[src/rtl/adc_regif_pkg.sv]
package adc_regif_pkg;
   localparam int BUS_W  = 32;
   localparam int ADDR_W = 3;

   typedef enum logic [ADDR_W-1:0] {
      A_CTRL = 3'd0,
      A_NSEL = 3'd1,
      A_STAT = 3'd2,
      A_DATA = 3'd3,
      A_SRST = 3'd4,
      A_GAIN = 3'd5,
      A_OFFS = 3'd6,
      A_NONE = 3'd7
   } reg_addr_e;
endpackage

[src/rtl/adc_ready_flag.sv]
module adc_ready_flag (
   input  logic clk,
   input  logic rst_n,
   input  logic soft_clr,
   input  logic set_i,
   input  logic rd_clr_i,
   output logic ready_o
);
   always_ff @(posedge clk or negedge rst_n) begin
      if (!rst_n)        ready_o <= 1'b0;
      else if (soft_clr) ready_o <= 1'b0;
      else if (set_i)    ready_o <= 1'b1;
      else if (rd_clr_i) ready_o <= 1'b0;
   end


   set_on_done_chk: assert property (@(posedge clk) disable iff (!rst_n)
      set_i && !soft_clr |=> ready_o);

   set_beats_read_chk: assert property (@(posedge clk) disable iff (!rst_n)
      set_i && rd_clr_i && !soft_clr |=> ready_o);

   clear_on_read_chk: assert property (@(posedge clk) disable iff (!rst_n)
      rd_clr_i && !set_i |=> !ready_o);

   soft_clr_flag_chk: assert property (@(posedge clk) disable iff (!rst_n)
      soft_clr |=> !ready_o);
endmodule

[src/rtl/adc_result_reg.sv]
module adc_result_reg #(
   parameter int DATA_W = 12
) (
   input  logic              clk,
   input  logic              rst_n,
   input  logic              soft_clr,
   input  logic              cap_i,
   input  logic [DATA_W-1:0] res_i,
   output logic [DATA_W-1:0] data_o
);
   always_ff @(posedge clk or negedge rst_n) begin
      if (!rst_n)        data_o <= '0;
      else if (soft_clr) data_o <= '0;
      else if (cap_i)    data_o <= res_i;
   end


   result_hold_chk: assert property (@(posedge clk) disable iff (!rst_n)
      !cap_i && !soft_clr |=> $stable(data_o));

   result_capture_chk: assert property (@(posedge clk) disable iff (!rst_n)
      cap_i && !soft_clr |=> data_o == $past(res_i));
endmodule

[src/rtl/adc_cfg_reg.sv]
module adc_cfg_reg #(
   parameter int           W       = 10,
   parameter logic [W-1:0] DEFAULT = '0
) (
   input  logic         clk,
   input  logic         rst_n,
   input  logic         soft_clr,
   input  logic         we_i,
   input  logic [W-1:0] wdata_i,
   output logic [W-1:0] q_o
);
   always_ff @(posedge clk or negedge rst_n) begin
      if (!rst_n)        q_o <= DEFAULT;
      else if (soft_clr) q_o <= DEFAULT;
      else if (we_i)     q_o <= wdata_i;
   end


   cfg_default_chk: assert property (@(posedge clk) disable iff (!rst_n)
      soft_clr |=> q_o == DEFAULT);

   cfg_write_chk: assert property (@(posedge clk) disable iff (!rst_n)
      we_i && !soft_clr |=> q_o == $past(wdata_i));
endmodule

[src/rtl/adc_chan_map.sv]
module adc_chan_map #(
   parameter int SEL_W    = 5,
   parameter int SEL_LAST = 16
) (
   input  logic [SEL_W-1:0] code_i,
   output logic [SEL_W-1:0] chan_o
);
   localparam logic [SEL_W-1:0] LAST_CODE = SEL_W'(SEL_LAST);

   always_comb begin
      chan_o = (code_i > LAST_CODE) ? '0 : code_i;
   end

   always_comb begin

      chan_range_chk: assert (chan_o <= LAST_CODE);
   end
endmodule

[src/rtl/adc_regif.sv]
module adc_regif
   import adc_regif_pkg::*;
#(
   parameter int             DATA_W      = 12,
   parameter int             CAL_W       = 10,
   parameter logic [CAL_W-1:0] CAL_DEFAULT = 10'h200,
   parameter int             SEL_W       = 5,
   parameter int             SEL_LAST    = 16
) (
   input  logic              clk,
   input  logic              rst_n,
   input  logic [ADDR_W-1:0] bus_addr,
   input  logic              bus_wr,
   input  logic              bus_rd,
   input  logic [BUS_W-1:0]  bus_wdata,
   output logic [BUS_W-1:0]  bus_rdata,
   input  logic              conv_done,
   input  logic [DATA_W-1:0] conv_result,
   input  logic              conv_busy,
   output logic [SEL_W-1:0]  neg_chan,
   output logic              adc_irq,
   output logic              busy_pin
);
   localparam int N_CAL = 2;

   if (DATA_W > BUS_W || CAL_W > BUS_W || SEL_W > BUS_W) begin : g_width_bad
      $error("adc_regif: register wider than bus");
   end
   if (SEL_LAST >= (1 << SEL_W)) begin : g_sel_bad
      $error("adc_regif: SEL_LAST does not fit SEL_W");
   end

   reg_addr_e   addr;
   logic        soft_clr;
   logic        ready;
   logic        ctrl_q;
   logic [SEL_W-1:0]  nsel_q;
   logic [DATA_W-1:0] data_q;
   logic [CAL_W-1:0]  cal_q  [N_CAL];
   logic [N_CAL-1:0]  cal_we;

   assign addr     = reg_addr_e'(bus_addr);
   assign soft_clr = bus_wr && (addr == A_SRST);

   adc_ready_flag u_flag (
      .clk      (clk),
      .rst_n    (rst_n),
      .soft_clr (soft_clr),
      .set_i    (conv_done),
      .rd_clr_i (bus_rd && (addr == A_DATA)),
      .ready_o  (ready)
   );

   adc_result_reg #(.DATA_W(DATA_W)) u_result (
      .clk      (clk),
      .rst_n    (rst_n),
      .soft_clr (soft_clr),
      .cap_i    (conv_done),
      .res_i    (conv_result),
      .data_o   (data_q)
   );

   adc_cfg_reg #(.W(1), .DEFAULT(1'b0)) u_ctrl (
      .clk      (clk),
      .rst_n    (rst_n),
      .soft_clr (soft_clr),
      .we_i     (bus_wr && (addr == A_CTRL)),
      .wdata_i  (bus_wdata[0]),
      .q_o      (ctrl_q)
   );

   adc_cfg_reg #(.W(SEL_W), .DEFAULT('0)) u_nsel (
      .clk      (clk),
      .rst_n    (rst_n),
      .soft_clr (soft_clr),
      .we_i     (bus_wr && (addr == A_NSEL)),
      .wdata_i  (bus_wdata[SEL_W-1:0]),
      .q_o      (nsel_q)
   );

   assign cal_we[0] = bus_wr && (addr == A_GAIN);
   assign cal_we[1] = bus_wr && (addr == A_OFFS);

   for (genvar g = 0; g < N_CAL; g++) begin : g_cal
      adc_cfg_reg #(.W(CAL_W), .DEFAULT(CAL_DEFAULT)) u_cal (
         .clk      (clk),
         .rst_n    (rst_n),
         .soft_clr (soft_clr),
         .we_i     (cal_we[g]),
         .wdata_i  (bus_wdata[CAL_W-1:0]),
         .q_o      (cal_q[g])
      );
   end

   adc_chan_map #(.SEL_W(SEL_W), .SEL_LAST(SEL_LAST)) u_chan (
      .code_i (nsel_q),
      .chan_o (neg_chan)
   );

   always_comb begin
      bus_rdata = '0;
      case (addr)
         A_CTRL:  bus_rdata = BUS_W'(ctrl_q);
         A_NSEL:  bus_rdata = BUS_W'(nsel_q);
         A_STAT:  bus_rdata = BUS_W'(ready);
         A_DATA:  bus_rdata = BUS_W'(data_q);
         A_GAIN:  bus_rdata = BUS_W'(cal_q[0]);
         A_OFFS:  bus_rdata = BUS_W'(cal_q[1]);
         default: bus_rdata = '0;
      endcase
   end

   assign adc_irq  = ready;
   assign busy_pin = conv_busy & ctrl_q;


   busy_gate_chk: assert property (@(posedge clk) disable iff (!rst_n)
      busy_pin |-> conv_busy && ctrl_q);

   status_upper_zero_chk: assert property (@(posedge clk) disable iff (!rst_n)
      addr == A_STAT |-> bus_rdata[BUS_W-1:1] == '0);
endmodule

[config.mk]
export PLATFORM = sky130hd
export DESIGN_NAME = adc_regif
export DESIGN_NICKNAME = d
export VERILOG_FILES = /design/src/rtl/adc_regif_pkg.sv /design/src/rtl/adc_ready_flag.sv /design/src/rtl/adc_result_reg.sv /design/src/rtl/adc_cfg_reg.sv /design/src/rtl/adc_chan_map.sv /design/src/rtl/adc_regif.sv
export SDC_FILE = /design/constraint.sdc
export NUM_CORES = 1
export LEC_CHECK = 0
export ABC_CLOCK_PERIOD_IN_PS = 2900
export CAP_MARGIN = 10
export CORE_MARGIN = 4
export CORE_UTILIZATION = 40
export CTS_BUF_LIST = sky130_fd_sc_hd__clkbuf_4 sky130_fd_sc_hd__clkbuf_8
export CTS_CLUSTER_DIAMETER = 50
export DETAILED_ROUTE_END_ITERATION = 6
export DONT_BUFFER_PORTS = 1
export PLACE_DENSITY_LB_ADDON = 0.05
export SETUP_SLACK_MARGIN = 0.3
export SLEW_MARGIN = 20
export SYNTH_ARGS = -nofsm -noshare
export SYNTH_HDL_FRONTEND = slang
export SYNTH_SLANG_ARGS = --single-unit
[constraint.sdc]
create_clock -name clk -period 2.9 [get_ports clk]
set_input_delay 0.87 -clock clk [delete_from_list [all_inputs] [get_ports clk]]
set_output_delay 0.87 -clock clk [all_outputs]
set_load 0.02 [all_outputs]
==> results by group, run 1 <==
Floorplan
  • IO Count: 92
  • Initial Util: 41.5%
  • Die boundary height: 81.0 um
  • Core area: 5140 um^2
  • Chip width: 81.0 um
  • Die area: 6570 um^2
  • Row cnt: 26

Power
  • Internal power: 928 uW
  • Clock share of power: 28.7%
  • Leak: 0.00103 uW
  • Pwr per Cell Area: 612 nW/um^2
  • Switching power total: 412 uW
  • Maximum vdd drop: 0.302 mV
  • Switching part of the total power: 30.7%
  • Reg power frac: 52.4%
  • Part of the power in combinational logic: 18.9%

Yosys
  • Leading area contributor after synthesis: dfrtp_1
  • Number of synthesized flops with an enable pin: 0
  • Synth unique cells: 32
  • Mean post-synth cell area: 9.32 um^2
  • Yosys warnings: 0
  • Synth area leaders: dfrtp_1, buf_4, mux2i_1
  • Post-Synthesis Cell Area: 2130 um^2
  • Post-synth top area share: 43.4%
  • Fraction of registers with async set/reset: 100%
  • Mapped Cells: 229
  • Most used DFF post-synth: dfrtp_1
  • #FFs+latches synth: 39
  • Seq/Total Area, Yosys: 45.9%

Global routing
  • Grt total ovfl: 0
  • GRT met1 Usage: 20.3%
  • Vias in the first global route: 1,590
  • GRT busiest layer: met2
  • Initial antenna violation count: 0
  • All-Layer GR Usage: 16.2%
  • Met3 usage: 6.43%
  • Grt met2 use: 25.4%
  • Largest net degree at the start of global routing: 40
  • First-pass GRT wire length: 8.10 mm

Worst hold path
  • HP Class: primary input to async pin

Timing
  • RSZ-0062 raised after global routing: false
  • Final setup fails: 0
  • FMAX: 0.393 GHz
  • Slew @ Worst Pin: 0.737 ns
  • Period minus WS final: 2.54 ns
  • Slew HR: 50.7%
  • Setup TNS: 0 ns
  • Setup WS post-layout: 0.359 ns
  • Clock Skew: 0 ns
  • Hold Violations, Final: 0
  • Post-route clock period utilization: 87.6%
  • Slew Limit Fails: 0

Setup path
  • Critical path buffers and inverters: 0
  • Cell family with most CP delay: compound AO/OA/AOI/OAI gates
  • Crit Path Max Fanout: 13
  • R2R cell count: 2
  • Critical path's slowest cell: a221o_1
  • Crit-path max cell delay: 0.42 ns
  • Element type at the critical path start: primary input
  • R2r startpoint: u_ctrl.q_o$_DFFE_PN0P_
  • Critical Path, Cell by Cell: and2_2 -> nor2b_4 -> a221o_1
  • R2r endpoint: u_ctrl.q_o$_DFFE_PN0P_
  • Worst R2R Setup Slack: 2.04 ns
  • CP Data Required Time: 2.03 ns
  • Setup CP Type: primary input to primary output
  • Arr. time, crit path: 1.67 ns
  • Critical Path End Type: primary output

CTS
  • Clock latency on the worst-skew pair: 0.28 ns
  • Post-CTS Setup Bufs: 0
  • H-tree depth: 2
  • Cts hold-fix bufs: 0
  • CTS tree: done
  • Longest Clk Path Bufs: 2
  • Clk slew on worst S/H paths: 0.08 ns
  • Cts bufs inserted: 5
  • Root buf cell: clkbuf_8
  • Total clock sinks: 39

Routing
  • Detailed-route via count: 1,573
  • Post-DRT Antenna Nets: 0
  • Post-Route WL: 5.02 mm
  • Initial drt markers: 98
  • DRT Pass-1 Iters: 4
  • Via density: 5.33
  • Routed WL per cell: 17.0 um
  • # DRC: 0

Job
  • Max-Cap Viols: 0

Placement
  • Port bufs: 0
  • Hpwl dp: 3.65 mm
  • Gpl congestion: 0.799
  • Pre-CTS setup slack: 0.205 ns

Finish
  • Fillers: 552
  • Area of the multi-input gates: 1010 um^2
  • Layout Nets: 277
  • Share of layout cells above drive strength 1: 8.00%
  • Area Overhead vs Synth: 2.58%
  • Sequential cell area: 978 um^2
  • N_diodes: 0

Status
  • Outcome: finished clean
[Yosys cell counts (2+ instances only)]
library cell / count
a22o_1: 10
and2_1: 2
and3_1: 2
buf_2: 8
buf_4: 23
clkbuf_1: 2
dfrtp_1: 37
dfstp_2: 2
mux2i_1: 17
nand2_1: 44
nand2b_1: 3
nand3_1: 4
nand3b_1: 3
nor2_1: 15
nor2b_1: 7
nor2b_2: 2
o211ai_1: 9
o21ai_0: 24
o21ai_1: 2
[metrics by stage]
stage	area, um^2	util, %	hold slack [ns]	std cells	power (uW)
floorplan	2200	-	0.443	248	944
global placement	2090	40.6	0.454	287	958
detailed placement	2090	40.6	0.459	287	968
CTS	2190	42.6	0.258	295	1360
global route	2190	42.6	0.246	295	1420
finish	2190	42.6	0.267	295	1340
[cells by family (layout without fill, tap and decap cells)]
group / count (synthesis) / in the layout / synth area share [%]
and+or+nand+nor: 89 / 89 / 20.5
other: 1 / 20 / 0.176
DFF: 39 / 39 / 45.9
muxes: 17 / 17 / 7.98
AOI/OAI and AO/OA: 49 / 49 / 15.0
buffers and inverters: 34 / 11 / 10.5
[placed cells by master (no fill, tap or decap), types with 2 or more instances in the layout]
| master | count |
|---|---|
| clkbuf_8 | 6 |
| nand2b_1 | 3 |
| mux2i_1 | 17 |
| nand3b_1 | 3 |
| nand2_1 | 44 |
| a22o_1 | 10 |
| dfstp_2 | 2 |
| o211ai_1 | 9 |
| and3_1 | 2 |
| dfrtp_1 | 37 |
| nor2_1 | 15 |
| o21ai_0 | 24 |
| nor2b_1 | 7 |
| buf_4 | 2 |
| conb_1 | 20 |
| nand3_1 | 4 |
| o21ai_1 | 2 |
[layer usage]
metal	vias up	share of wire (%)
met5	-	0
met2	62	46
met1	761	43
met3	9	8.9
met4	0	1.8
li1	741	-
[state kept, by name, summed over array words and instances, names as in the netlist]
signal	cells
u_nsel.q_o	5
u_result.data_o	12
u_flag.ready_o	1
g_cal.u_cal.q_o	20
u_ctrl.q_o	1
[timing repair]
item                                    in CTS  in global routing
gates resized for setup                      1                  1
endpoints found under the setup margin       6                  6
hold endpoints to repair                     0                  0
pin swaps                                    0                  1
[final cells by class]
class | count | share of cell area, %
clock inverters | 1 | 0.229
multi-input cells | 175 | 46.1
repair buffers | 2 | 0.686
flip-flops and latches | 39 | 44.7
inverters | 1 | 0.172
well taps | 70 | 4.00
clock buffers | 7 | 4.12
[power by group through the flow]
stage          clock network, uW  logic (uW)  registers [uW]
2_1_floorplan                  0         254             690
3_3_place_gp                   0         248             710
3_5_place_dp                   0         254             714
4_1_cts                      398         256             703
5_1_grt                      421         283             716
6_report                     385         253             702
[worst max-delay path by stage]
stage,startpoint,endpoint,slack [ns],cells past startpoint
floorplan,bus_addr[2],bus_rdata[0],0.32,4
global placement,bus_addr[2],bus_rdata[0],0.21,3
detailed placement,bus_addr[2],bus_rdata[0],0.21,3
CTS,bus_addr[2],bus_rdata[0],0.33,3
global route,bus_addr[2],bus_rdata[0],0.34,3
finish,bus_addr[2],bus_rdata[0],0.36,3
Power figures use the tool's default switching activity.
==> inputs of run 2 (changes only) <==
--- a/config.mk
+++ b/config.mk
@@ -9,7 +9,7 @@
 export CAP_MARGIN = 10
 export CORE_MARGIN = 4
 export CORE_UTILIZATION = 40
-export CTS_BUF_LIST = sky130_fd_sc_hd__clkbuf_4 sky130_fd_sc_hd__clkbuf_8
+export CTS_BUF_LIST = sky130_fd_sc_hd__clkbuf_8
 export CTS_CLUSTER_DIAMETER = 50
 export DETAILED_ROUTE_END_ITERATION = 6
 export DONT_BUFFER_PORTS = 1
==> constraint.sdc (replaced) <==
create_clock -name clk -period 2.9 [get_ports clk]
set_input_delay 0.435 -clock clk [delete_from_list [all_inputs] [get_ports clk]]
set_output_delay 0.435 -clock clk [all_outputs]
set_load 0.02 [all_outputs]
==> results by group, run 2 (synthesis results as in run 1) <==
Worst hold path
  • Hold wc startpoint: conv_done
  • HP Class: primary input to flip-flop

Routing
  • Via density: 5.33 (about the same)
  • DRT Pass-1 Iters: 5 (+1)
  • Initial drt markers: 71 (-28%)
  • Post-DRT Antenna Nets: 0 (unchanged)
  • Detailed-route via count: 1,579 (+0.38%)
  • Post-Route WL: 4.99 mm (-0.74%)
  • Routed WL per cell: 16.8 um (-1.1%)
  • # DRC: 0 (unchanged)

Timing
  • Slew HR: 52.5% (+1.7 points)
  • FMAX: 0.547 GHz (+39%)
  • Clock Skew: 0 ns (unchanged)
  • WHS: 0.288 ns (+0.0205 ns)
  • Period minus WS final: 1.83 ns (-0.713 ns)
  • Setup TNS: 0 ns (unchanged)
  • Post-route clock period utilization: 63.1% (-25 points)
  • Final setup fails: 0 (unchanged)
  • RSZ-0062 raised after global routing: false
  • Hold Violations, Final: 0 (unchanged)
  • Slew Limit Fails: 0 (unchanged)
  • Slew @ Worst Pin: 0.711 ns (-0.0258 ns)

CTS
  • Longest Clk Path Bufs: 2 (unchanged)
  • Cts bufs inserted: 5 (unchanged)
  • Total clock sinks: 39 (unchanged)
  • CTS tree: done
  • Clk slew on worst S/H paths: 0.07 ns (about the same)
  • Root buf cell: clkbuf_8
  • Clock latency on the worst-skew pair: 0.28 ns (about the same)
  • H-tree depth: 2 (unchanged)
  • Post-CTS Setup Bufs: 0 (unchanged)

Floorplan
  • Die area: 6570 um^2 (unchanged)
  • Chip width: 81.0 um (unchanged)
  • IO Count: 92 (unchanged)
  • Row cnt: 26 (unchanged)
  • Die boundary height: 81.0 um (unchanged)
  • Initial Util: 41.5% (unchanged)
  • Core area: 5140 um^2 (unchanged)

Placement
  • Port bufs: 0 (unchanged)
  • Hpwl dp: 3.57 mm (-2.0%)
  • Placed cell area: 2080 um^2 (-0.36%)
  • DP Cell Count: 286 (-0.35%)
  • Gpl congestion: 0.801 (+0.16%)

Setup path
  • CP startpoint: g_cal[1].u_cal.q_o[0]$_DFFE_PN0P_
  • Arr. time, crit path: 1.39 ns (-0.28 ns)
  • Critical Path End Type: primary output
  • Crit Path Max Fanout: 2 (-11)
  • R2r startpoint: u_ctrl.q_o$_DFFE_PN0P_
  • Setup CP Type: flip-flop to primary output
  • CP Data Required Time: 2.47 ns (+0.44 ns)
  • Element type at the critical path start: flip-flop

Global routing
  • Vias in the first global route: 1,530 (-3.8%)
  • All-Layer GR Usage: 16.1% (about the same)
  • Grt total ovfl: 0 (unchanged)
  • Largest net degree at the start of global routing: 40 (unchanged)
  • Initial antenna violation count: 0 (unchanged)
  • First-pass GRT wire length: 7.96 mm (-1.8%)

Status
  • Outcome: finished clean

Power
  • Maximum vdd drop: 0.287 mV (-5.2%)
  • Pwr per Cell Area: 599 nW/um^2 (-2.2%)
  • Leak: 0.00103 uW (+0.44%)
  • Total power: 1310 uW (-2.1%)

Finish
  • N_diodes: 0 (unchanged)
  • Fillers: 547 (-0.91%)
  • Area of the multi-input gates: 1000 um^2 (-0.62%)
  • Area Overhead vs Synth: 2.70%
  • Layout Nets: 278 (+0.36%)
  • Largest registers: g_cal.u_cal.q_o: 20 flops, u_result.data_o: 12 flops, u_nsel.q_o: 5 flops
  • Fin area: 2190 um^2 (+0.11%)
  • Commonest non-fill, non-tap cell in the layout: nand2_1
  • Non-Filler Instances: 296 (+0.34%)
  • Share of layout cells above drive strength 1: 6.64% (-1.4 points)
  • Max FFs per register: 20 (unchanged)
  • Sequential cell area: 978 um^2 (unchanged)
  • Most frequent cells in the layout: nand2_1, dfrtp_1, o21ai_0
  • Top reg by flops: g_cal.u_cal.q_o

Job
  • Max-Cap Viols: 0 (unchanged)
## run 2: what timing repair did
item                      CTS  global route
hold buffers                2             0
resized for setup           0             0
hold endpoints to repair   39             0
## run 2: layout make-up
cell class | instances | share of cell area, %
multi-input combinational | 175 | 45.7
clock buffer | 5 | 3.14
timing repair buffer | 3 | 1.71
inverter | 1 | 0.171
clock inverter | 3 | 0.571
sequential | 39 | 44.7
tap | 70 | 4.00
## run 2: path summary, 6_finish.rpt
kind | cells after the start | slack [ns] | to
worst max-delay path | 3 | 1.07 | bus_rdata[0]
worst min-delay path | 2 | 0.29 | u_flag.ready_o$_DFFE_PN0P_
worst max register to register | 2 | 2.04 | u_ctrl.q_o$_DFFE_PN0P_
worst min register to register | 2 | 0.47 | g_cal[0].u_cal.q_o[9]$_DFFE_PN1P_
max in group asynchronous | 2 | 2.05 | g_cal[0].u_cal.q_o[9]$_DFFE_PN1P_
min in group asynchronous | 2 | 0.59 | g_cal[0].u_cal.q_o[2]$_DFFE_PN0P_
## run 2: worst max-delay path, cell delays in order (launching register included)
cell and delay (ns):
dfrtp_1 0.37, and4b_1 0.18, a41o_1 0.20, a221o_1 0.36
## run 2: power breakdown
| group | switching [uW] | internal, uW | total [uW] |
|---|---|---|---|
| Combinational | 170 | 95.2 | 265 |
| Clock | 183 | 162 | 345 |
| Sequential | 67.4 | 634 | 701 |
| Total | 421 | 891 | 1310 |
## run 2: metrics by stage
step | setup WS (ns) | utilization [%]
global route | 0.997 | 42.6
detailed placement | 1.09 | 40.5
floorplan | 1.19 | -
CTS | 1.06 | 42.6
global placement | 1.08 | 40.5
finish | 1.07 | 42.6
## run 2: layer usage
metal | up-vias | part of all wire, % | global-route usage (%)
li1 | 743 | - | -
met1 | 754 | 43 | 21.8
met2 | 74 | 46 | 23.7
met3 | 8 | 9.5 | 6.43
met4 | 0 | 1.2 | 5.07
met5 | - | 0 | 0
==> inputs of run 3 (changes only) <==
--- a/config.mk
+++ b/config.mk
@@ -5,7 +5,7 @@
 export SDC_FILE = /design/constraint.sdc
 export NUM_CORES = 1
 export LEC_CHECK = 0
-export ABC_CLOCK_PERIOD_IN_PS = 2900
+export ABC_CLOCK_PERIOD_IN_PS = 1600
 export CAP_MARGIN = 10
 export CORE_MARGIN = 4
 export CORE_UTILIZATION = 40
==> constraint.sdc (replaced) <==
create_clock -name clk -period 1.6 [get_ports clk]
set_input_delay 0.24 -clock clk [delete_from_list [all_inputs] [get_ports clk]]
set_output_delay 0.24 -clock clk [all_outputs]
set_load 0.02 [all_outputs]
==> results by group, run 3 (synthesis results as in run 1) <==
Job
  • Max-Cap Viols: 0 (unchanged)

Timing
  • Hold Violations, Final: 0 (unchanged)
  • FMAX: 0.607 GHz
  • Final setup fails: 1 (+1)
  • Post-route clock period utilization: 103%
  • RSZ-0062 raised after global routing: true
  • Period minus WS final: 1.65 ns
  • Setup WS post-layout: -0.0479 ns (-1.12 ns)
  • Clock Skew: 0 ns (unchanged)
  • Slew Limit Fails: 0 (unchanged)

CTS
  • H-tree depth: 2 (unchanged)
  • Clock latency on the worst-skew pair: 0.29 ns (about the same)
  • Cts bufs inserted: 5 (unchanged)
  • Longest Clk Path Bufs: 2 (unchanged)
  • Total clock sinks: 39 (unchanged)
  • CTS tree: done
  • Clk slew on worst S/H paths: 0.08 ns (about the same)
  • Root buf cell: clkbuf_8

Setup path
  • Critical Path End Type: primary output
  • R2r startpoint: u_nsel.q_o[2]$_DFFE_PN0P_
  • Worst R2R Setup Slack: 0.57 ns (-1.47 ns)
  • Arr. time, crit path: 1.41 ns (+0.02 ns)
  • Critical path's slowest cell: dfrtp_1
  • Element type at the critical path start: flip-flop
  • CP Data Required Time: 1.36 ns (-1.11 ns)
  • Crit Path Max Fanout: 2 (unchanged)
  • R2R cell count: 4 (+2)
  • Setup CP Type: flip-flop to primary output
  • Crit-path max cell delay: 0.38 ns (about the same)
  • Critical Path, Cell by Cell: and4b_1 -> a41o_1 -> a221o_2
  • R2r endpoint: u_nsel.q_o[2]$_DFFE_PN0P_

Finish
  • Largest registers: g_cal.u_cal.q_o: 20 flops, u_result.data_o: 12 flops, u_nsel.q_o: 5 flops
  • Share of layout cells above drive strength 1: 22.9% (+16 points)
  • Most frequent cells in the layout: nand2_1, dfrtp_1, o21ai_0
  • Commonest non-fill, non-tap cell in the layout: nand2_1
  • Fin area: 2520 um^2 (+15%)
  • Area of the multi-input gates: 1100 um^2 (+10%)
  • Top reg by flops: g_cal.u_cal.q_o
  • Layout Nets: 301 (+8.3%)
  • Fillers: 505 (-7.7%)
  • Sequential cell area: 985 um^2 (+0.64%)
  • Area Overhead vs Synth: 18.1%
  • Max FFs per register: 20 (unchanged)
  • N_diodes: 0 (unchanged)

Placement
  • Gpl congestion: 0.790 (-1.4%)
  • Port bufs: 0 (unchanged)
  • Hpwl dp: 3.83 mm (+7.2%)
  • Placed cell area: 2150 um^2 (+3.2%)

Status
  • Violated checks: negative setup slack
  • Outcome: finished with violations

Worst hold path
  • Min-Delay Endpoint: u_flag.ready_o$_DFFE_PN0P_
  • HP Class: primary input to flip-flop
  • Min-Delay Path Depth: 2 (unchanged)
  • Hold wc startpoint: conv_done

Floorplan
  • Initial Util: 41.5% (unchanged)
  • Row cnt: 26 (unchanged)
  • Die area: 6570 um^2 (unchanged)
  • IO Count: 92 (unchanged)
  • Die boundary height: 81.0 um (unchanged)
  • Chip width: 81.0 um (unchanged)
  • Core area: 5140 um^2 (unchanged)

Routing
  • Detailed-route via count: 1,649 (+4.4%)
  • Post-DRT Antenna Nets: 0 (unchanged)
  • Initial drt markers: 67 (-5.6%)
  • Routed WL per cell: 17.1 um (+1.6%)
  • DRT Pass-1 Iters: 4 (-1)
  • # DRC: 0 (unchanged)
  • Via density: 5.17 (-3.1%)
  • Post-Route WL: 5.46 mm (+9.5%)

Global routing
  • First-pass GRT wire length: 8.42 mm (+5.9%)
  • Grt total ovfl: 0 (unchanged)
  • Initial antenna violation count: 0 (unchanged)
  • Largest net degree at the start of global routing: 40 (unchanged)
  • All-Layer GR Usage: 17.0% (+0.86 points)
  • Vias in the first global route: 1,725 (+13%)

Power
  • Total power: 2890 uW (+120%)
  • Pwr per Cell Area: 1150 nW/um^2 (+92%)
  • Leak: 0.00121 uW (+17%)
  • Maximum vdd drop: 0.519 mV (+81%)
-- run 3: changes by cell type in the layout (fill, tap and decap cells not counted), sizes merged --
| cell | delta |
|---|---|
| buf | +23 |
| bufinv | +1 |
| clkinv | +1 |
| inv | -2 |
-- run 3: through the flow --
stage | setup slack (ns) | cells | setup TNS [ns] | hold slack [ns] | util [%]
global placement | 0.209 | 294 | 0 | -0.0545 | 41.7
global route | -0.120 | 319 | -0.120 | 0.0640 | 49.0
detailed placement | 0.199 | 294 | 0 | -0.0548 | 41.7
CTS | -0.0643 | 308 | -0.0643 | 0.0704 | 46.4
floorplan | 0.294 | 248 | 0 | -0.0556 | -
finish | -0.0479 | 319 | -0.0479 | 0.0796 | 49.0
-- run 3: cell type report --
class	instances	share of cell area, %
flip-flops and latches	39	39.1
clock buffers	5	2.73
multi-input cells	175	43.9
inverters	1	0.149
well taps	70	3.48
repair buffers	26	8.94
clock inverters	3	1.74
-- run 3: timing repair --
| item | 4_1_cts | 5_1_grt |
|---|---|---|
| endpoints found under the hold margin | 39 | 0 |
| setup endpoints to repair | 15 | 15 |
| hold buffers | 2 | 0 |
| gates resized for setup | 17 | 14 |
| setup buffers | 4 | 11 |
| pin swaps | 9 | 3 |
-- run 3: critical path, delay by kind of cell (launching register included) --
kind,cells,cell delay [ns]
compound gates,2,0.56
flops,1,0.38
simple gates,1,0.17
-- run 3: power by group --
group          switching (uW)  internal [uW]  total (uW)
clock network             371            465         835
logic                     368            370         738
registers                 160           1150        1310
total                     899           1990        2890
-- run 3: worst max path at each step --
stage	cells past startpoint	startpoint	to	slack [ns]
floorplan	4	bus_addr[2]	bus_rdata[0]	0.29
detailed placement	3	bus_addr[2]	bus_rdata[0]	0.20
global route	3	u_nsel.q_o[0]$_DFFE_PN0P_	bus_rdata[0]	-0.12
CTS	3	g_cal[1].u_cal.q_o[0]$_DFFE_PN0P_	bus_rdata[0]	-0.06
global placement	3	bus_addr[2]	bus_rdata[0]	0.21
finish	3	g_cal[1].u_cal.q_o[0]$_DFFE_PN0P_	bus_rdata[0]	-0.05
-- run 3: routing by layer --
metal / routed length, um / vias to the layer above / part of all wire, % / track usage (%)
met2: 2780 / 55 / 51 / 29.6
met3: 334 / 14 / 6.1 / 5.10
met5: 0 / - / 0 / 0
li1: - / 789 / - / -
met4: 113 / 0 / 2.1 / 6.25
met1: 2240 / 791 / 41 / 19.7
